File: src/rtl/pup_pkg.sv
package pup_pkg;

    typedef enum logic [1:0] {
        ST_CLKOUT = 2'd0,
        ST_SETTLE = 2'd1,
        ST_RUN    = 2'd2,
        ST_SLEEP  = 2'd3
    } pup_state_e;

endpackage

File: src/rtl/pup_tick_counter.sv
module pup_tick_counter #(
    parameter int LIMIT = 17
) (
    input  logic clk,
    input  logic rst,
    input  logic clr,
    input  logic inc,
    output logic last,
    output logic done
);
    localparam int CW = $clog2(LIMIT + 1);
    localparam logic [CW-1:0] LIM_V  = CW'(LIMIT);
    localparam logic [CW-1:0] LAST_V = CW'(LIMIT - 1);

    logic [CW-1:0] cnt_q;

    always_ff @(posedge clk) begin
        if (rst || clr) begin
            cnt_q <= '0;
        end else if (inc && (cnt_q != LIM_V)) begin
            cnt_q <= cnt_q + 1'b1;
        end
    end

    assign last = (cnt_q == LAST_V);
    assign done = (cnt_q == LIM_V);


    cnt_range_chk: assert property (@(posedge clk) disable iff (rst)
        cnt_q <= LIM_V);


    done_sticky_chk: assert property (@(posedge clk) disable iff (rst)
        (done && !clr) |=> done);

endmodule

File: src/rtl/pup_first_flag.sv
module pup_first_flag (
    input  logic clk,
    input  logic rst,
    input  logic set,
    output logic first_done
);
    always_ff @(posedge clk) begin
        if (rst) begin
            first_done <= 1'b0;
        end else if (set) begin
            first_done <= 1'b1;
        end
    end


    flag_hold_chk: assert property (@(posedge clk) disable iff (rst)
        first_done |=> first_done);

endmodule

File: src/rtl/pup_seq_ctrl.sv
module pup_seq_ctrl
    import pup_pkg::*;
#(
    parameter int CLKV_TICKS   = 17,
    parameter int SETTLE_TICKS = 40
) (
    input  logic clk,
    input  logic rst,
    input  logic tick,
    input  logic pwr_down,
    output logic clk_out_en,
    output logic clk_valid,
    output logic norm_op
);
    pup_state_e state_q, state_d;
    logic       valid_done;
    logic       valid_last_unused;
    logic       settle_last;
    logic       settle_done_unused;
    logic       first_done;
    logic       settle_inc;
    logic       settle_clr;
    logic       settled;

    assign settle_inc = tick && (state_q == ST_SETTLE) && !pwr_down;
    assign settle_clr = (state_q != ST_SETTLE);
    assign settled    = settle_inc && settle_last;

    pup_tick_counter #(.LIMIT(CLKV_TICKS)) valid_cnt_i (
        .clk  (clk),
        .rst  (rst),
        .clr  (1'b0),
        .inc  (tick),
        .last (valid_last_unused),
        .done (valid_done)
    );

    pup_tick_counter #(.LIMIT(SETTLE_TICKS)) settle_cnt_i (
        .clk  (clk),
        .rst  (rst),
        .clr  (settle_clr),
        .inc  (settle_inc),
        .last (settle_last),
        .done (settle_done_unused)
    );

    pup_first_flag first_i (
        .clk        (clk),
        .rst        (rst),
        .set        (settled),
        .first_done (first_done)
    );

    always_comb begin
        state_d = state_q;
        if (tick) begin
            unique case (state_q)
                ST_CLKOUT: if (!pwr_down) state_d = ST_SETTLE;
                ST_SETTLE: begin
                    if (pwr_down)         state_d = ST_CLKOUT;
                    else if (settle_last) state_d = ST_RUN;
                end
                ST_RUN:    if (pwr_down)  state_d = ST_SLEEP;
                ST_SLEEP:  if (!pwr_down) state_d = ST_RUN;
                default:                  state_d = ST_CLKOUT;
            endcase
        end
    end

    always_ff @(posedge clk) begin
        if (rst) begin
            state_q <= ST_CLKOUT;
        end else begin
            state_q <= state_d;
        end
    end

    always_comb begin
        clk_out_en = 1'b1;
        norm_op    = 1'b0;
        unique case (state_q)
            ST_CLKOUT: ;
            ST_SETTLE: ;
            ST_RUN:    norm_op    = 1'b1;
            ST_SLEEP:  clk_out_en = 1'b0;
            default:   ;
        endcase
        clk_valid = valid_done && clk_out_en;
    end


    run_needs_first_chk: assert property (@(posedge clk) disable iff (rst)
        norm_op |-> first_done);


    settle_abort_chk: assert property (@(posedge clk) disable iff (rst)
        (state_q == ST_SETTLE && tick && pwr_down) |=> (state_q == ST_CLKOUT && !norm_op));


    sleep_drop_chk: assert property (@(posedge clk) disable iff (rst)
        (state_q == ST_RUN && tick && pwr_down) |=> (!norm_op && !clk_out_en && !clk_valid));


    wake_fast_chk: assert property (@(posedge clk) disable iff (rst)
        (state_q == ST_SLEEP && tick && !pwr_down) |=> norm_op);


    sleep_needs_first_chk: assert property (@(posedge clk) disable iff (rst)
        (state_q == ST_SLEEP) |-> first_done);


    hold_no_tick_chk: assert property (@(posedge clk) disable iff (rst)
        !tick |=> $stable(state_q));

endmodule

File: config.mk
export PLATFORM = sky130hd
export DESIGN_NAME = pup_seq_ctrl
export DESIGN_NICKNAME = d
export VERILOG_FILES = /design/src/rtl/pup_pkg.sv /design/src/rtl/pup_tick_counter.sv /design/src/rtl/pup_first_flag.sv /design/src/rtl/pup_seq_ctrl.sv
export SDC_FILE = /design/constraint.sdc
export NUM_CORES = 1
export LEC_CHECK = 0
export BUFFER_PORTS_ARGS = -buffer_cell sky130_fd_sc_hd__clkbuf_2
export CORE_MARGIN = 10
export CORE_UTILIZATION = 39
export CTS_CLUSTER_DIAMETER = 200
export CTS_CLUSTER_SIZE = 28
export DETAILED_ROUTE_END_ITERATION = 8
export PLACE_DENSITY = 0.6
export SLEW_MARGIN = 30
export SYNTH_ARGS = -nofsm -noshare
export SYNTH_HDL_FRONTEND = slang
export SYNTH_HIERARCHICAL = 1
export SYNTH_SLANG_ARGS = --single-unit
File: constraint.sdc
create_clock -name clk -period 3.4 [get_ports clk]
set_clock_uncertainty 0.15 [all_clocks]
set_input_delay 0.85 -clock clk [delete_from_list [all_inputs] [get_ports clk]]
set_output_delay 0.85 -clock clk [all_outputs]
set_load 0.02 [all_outputs]
# Word-level counts from Yosys, hierarchy flattened
# Cells that the tools add are included.
[op_classes]
addsub = 2
n_eq_ne = 12
muxes = 8
reduce_logical = 9
[op_table]
columns = ["op", "n"]
rows = [
  ["$mux W2", 5],
  ["$pmux W2 S4", 1],
  ["$add A6 B1 Y6 const B", 1],
  ["$eq A6 B6 Y1 const B", 1],
  ["$ne A2 B2 Y1 const B", 3],
  ["$ne A6 B6 Y1 const B", 1],
  ["$add A5 B1 Y5 const B", 1],
  ["$eq A5 B5 Y1 const B", 1],
  ["$logic_and A1 B1 Y1", 5],
  ["$ne A5 B5 Y1 const B", 1],
  ["$reduce_and A5 Y1", 1],
  ["$eq A2 B2 Y1 const B", 2],
  ["$ne A3 B2 Y1 const B", 1],
  ["$eq A2 B1 Y1 const B", 1],
  ["$logic_not A2 Y1", 1],
  ["$mux W1", 2],
  ["$ne A2 B1 Y1 const B", 1],
  ["$logic_not A1 Y1", 1],
  ["$logic_or A1 B1 Y1", 1],
]
[word_totals]
ff_bits = 13
in_bits = 4
output_inout_bits = 3
word_cells = 34

# Longest topological paths before layout
[depth]
ltp_word = 4
ltp_mapped = 5

# By module
# The synthesis kept the hierarchy.
[by_module_without_submodules]
columns = ["module", "n_inst", "cells_per_inst", "area_each_um2", "seq_area_each_um2"]
rows = [
  ["pup_tick_counter (settle_cnt_i)", 1, 40, 336.6, 120.1],
  ["pup_tick_counter (valid_cnt_i)", 1, 31, 302.8, 100.1],
  ["pup_seq_ctrl", 1, 15, 120.1, 40.0],
]

# Worst setup path after synthesis
# No wires, ideal clock.
[synth_timing]
path_type = "input -> register"
startpoint = "input port tick"
endpoint = "register settle_cnt_i.cnt_q[5]"
setup_time_ns = 0.070
arrival_time_ns = 1.867
required_time_ns = 3.180
path_slack_ns = 1.313
cell_stages = 4
n_path_buf = 0
path_cell_list = "nor3b_1 > nand3_1 > or3_1 > a21boi_1"
[synth_via]
elab_chain_cells = 3
[synth_lines]
columns = ["element", "line", "rtl"]
rows = [
  ["from (decl)", "pup_seq_ctrl.sv:9", "input logic tick,"],
  ["$logic_and A1 B1 Y1 (2 in a row)", "pup_seq_ctrl.sv:25", "assign settle_inc = tick && (state_q == ST_SETTLE) && !pwr_down;"],
  ["$logic_and A1 B1 Y1", "pup_tick_counter.sv:20", "end else if (inc && (cnt_q != LIM_V)) begin"],
  ["to (signal assigned)", "pup_tick_counter.sv:21", "cnt_q <= cnt_q + 1'b1;"],
  ["to (decl)", "pup_tick_counter.sv:15", "logic [CW-1:0] cnt_q;"],
]
# Every way passes these cells.
# A chain may end at the register's enable or synchronous reset.

# Worst setup path in the final report
[layout_timing]
startpoint = "register valid_cnt_i.cnt_q[0]"
endpoint = "output port clk_valid"
[layout_via]
elab_chain_cells = 2
[layout_lines]
columns = ["element", "line", "rtl"]
rows = [
  ["from (decl)", "pup_tick_counter.sv:15", ""],
  ["from (signal assigned)", "pup_tick_counter.sv:21", ""],
  ["$eq A5 B5 Y1", "pup_tick_counter.sv:26", "assign done = (cnt_q == LIM_V);"],
  ["via valid_done", "pup_seq_ctrl.sv:16", "logic valid_done;"],
  ["$logic_and A1 B1 Y1", "pup_seq_ctrl.sv:88", "clk_valid = valid_done && clk_out_en;"],
  ["to (decl)", "pup_seq_ctrl.sv:12", "output logic clk_valid,"],
]
# The timed path passes the listed nets, and every way through them passes these cells.

==> summary.txt <==
Worst setup path
  • Setup CP Type: register to output port
  • Worst R2R Path Depth: 5
  • Setup crit end kind: output port
  • Reg2Reg Setup Slack: 1.43 ns
  • Worst Path Required: ~2.4 ns
  • Reg2reg start: state_q[0]
  • R2r endpoint: settle_cnt_i/cnt_q[5]
  • Worst-path maximum fanout: 5
  • Type of origin of the critical path: register
  • Critical path arrival: 1.43 ns

Finish
  • Sequential cell area: 260.3 sq um
  • Multi-input gate area: 451.7 sq um
  • Share of post-route cells with drive strength above 1: about 16%
  • Final Util: ~47%
  • Fillers: between 150 and 200
  • Final instance area: between 800 and 900 sq um
  • Area delta synth->final: 11.30%
  • Final nets: ~100
  • Antenna Cells: 0
  • Non-filler cells in the finished layout: 119

STA
  • Final Hold Vio Count: 0
  • Final Max Tran Viols: 0
  • TNS Setup: 0 ns
  • Worst-Margin Slew: between 0.5 and 0.6 ns
  • Tcrit/Tclk final: between 70% and 80%
  • Max Clock Freq: 412.2 MHz
  • Final setup viols: 0
  • Final Critical Period: about 2.4 ns
  • Worst slew margin: 60.64%
  • RSZ-0062 raised after global routing: false

Clock tree
  • H-tree levels: 1
  • Hold-fix buffers, CTS: 0
  • Worst-case clock buffer depth: 2
  • Worst-path clk slew: approximately 0.08 ns
  • CTS Buf Count: 3
  • Post-CTS Setup Inserts: 0
  • Clock sink count: 13
  • Post-CTS Resized: 0
  • Root buffer cell: clkbuf_4
  • Clk_lat worst skew: around 0.28 ns
  • TritonCTS clock tree: done

Global route
  • Pin count of the biggest net entering global routing: 9
  • Antenna violations before repair: 0
  • GRT Total Usage: 6.935%
  • First-pass GRT wire length: around 2.3 mm
  • Grt ovf: 0
  • Vias in the first global route: 528

Floorplanning
  • Ports: 7
  • Starting density of the core: about 42%
  • Core Area: 1764 sq um
  • Die Wd: 63.62 um
  • Die ar.: roughly 4000 sq um
  • Std cell rows: 15
  • Die height: between 60 and 70 um

Place
  • Final HPWL DP: about 1.0 mm
  • # port buffers: 6
  • Placed Cells: about 120
  • Routability cong.: just under 0.8
  • Post-DP Area: ~800 sq um

Yosys
  • Mean Syn Cell Area: around 9 sq um
  • Ys Warns: 6
  • Mapped Area: 742.0 sq um
  • Post-synthesis instance total: 84

Power
  • Peak supply drop: between 0.0001 and 0.00015 V
  • Power Dens Cells: 329.2 nW/um^2
  • Leak Pwr: 0.0002945 uW
  • Tot Pwr: 271.9 uW

Status
  • Status: finished, final reports clean

Routing
  • WL per Instance: 11.06 um
  • Iter 0 DRT Violations: 21
  • Routed wire length: 1.316 mm
  • 1st-pass router iterations: 4
  • Final ANT Viol Nets: 0
  • Vias per cell: about 4.9
  • DRC: 0
  • Routed vias: slightly below 600

Worst hold path
  • Worst Hold Class: register to register
  • Min-delay src: valid_cnt_i/cnt_q[1]
  • Endpoint, Worst Hold: valid_cnt_i/cnt_q[1]
  • Hold path depth: 2

Run
  • Maxcap violations: 0
==> worst max-delay path, cell delays in order, from the launching register on <==
cell,delay [ns]
dfxtp_1,0.43
ha_1,0.24
nand4bb_4,0.15
inv_1,0.07
and2_1,0.11
clkbuf_2,0.16
==> routing by layer <==
metal  track usage, %  vias up  share of wire, %
met5                0        -                 0
met1            8.399      266                49
met2            9.673        8                43
met4            4.918        0               2.4
li1                 -      301                 -
met3            2.650        4               5.0
==> final cells by class <==
type                            count  area share [%]
Timing Repair Buffer                6           3.636
Tap cell                           25           3.788
Multi-Input combinational cell     64           54.70
Clock buffer                        4           3.182
Inverter                            7           3.182
Sequential cell                    13           31.52
==> placed cells by master (no fill, tap or decap) <==
| cell | instances |
|---|---|
| a211o_1 | 1 |
| a21boi_0 | 1 |
| a21boi_1 | 1 |
| a21oi_1 | 1 |
| a311oi_2 | 1 |
| and2_1 | 1 |
| clkbuf_1 | 1 |
| clkbuf_2 | 6 |
| clkbuf_4 | 3 |
| conb_1 | 2 |
| dfxtp_1 | 13 |
| ha_1 | 5 |
| inv_1 | 7 |
| mux2i_1 | 4 |
| nand2_1 | 16 |
| nand2_4 | 1 |
| nand2b_1 | 1 |
| nand2b_4 | 1 |
| nand3_1 | 2 |
| nand4_1 | 4 |
| nand4b_1 | 1 |
| nand4bb_4 | 1 |
| nor2_1 | 6 |
| nor3_1 | 3 |
| nor3_2 | 1 |
| nor3b_1 | 1 |
| o2111ai_1 | 1 |
| o21ai_0 | 1 |
| o31a_2 | 1 |
| or3_1 | 1 |
| xor2_1 | 5 |
==> registers in the layout, indices dropped and copies added, names as in the netlist <==
name / flops
state_q: 2
valid_cnt_i/cnt_q: 5
settle_cnt_i/cnt_q: 6
==> through the flow <==
stage | hold slack (ns) | setup slack, ns
3_5_place_dp | 0.3556 | 0.9394
4_1_cts | 0.3674 | 0.9561
2_1_floorplan | 0.3181 | 1.313
6_report | 0.3673 | 0.9737
3_3_place_gp | 0.3458 | 0.9851
5_1_grt | 0.3858 | 0.8379
==> worst max path at each step <==
stage                               startpoint               endpoint  slack [ns]  cells after the start
after floorplan                           tick  settle_cnt_i/cnt_q[5]        1.31                      4
after global placement                    tick  settle_cnt_i/cnt_q[5]        0.99                      5
after detailed placement                  tick  settle_cnt_i/cnt_q[5]        0.94                      5
after CTS                 valid_cnt_i/cnt_q[0]              clk_valid        0.96                      5
after global routing      valid_cnt_i/cnt_q[0]              clk_valid        0.84                      5
final                     valid_cnt_i/cnt_q[0]              clk_valid        0.97                      5
==> report_power, final <==
part	switching (uW)	internal (uW)	total (uW)
sequential	2.48	154	156
clock	52.5	45.5	98.0
combinational	10.8	6.70	17.5
Power figures use the tool's default switching activity.
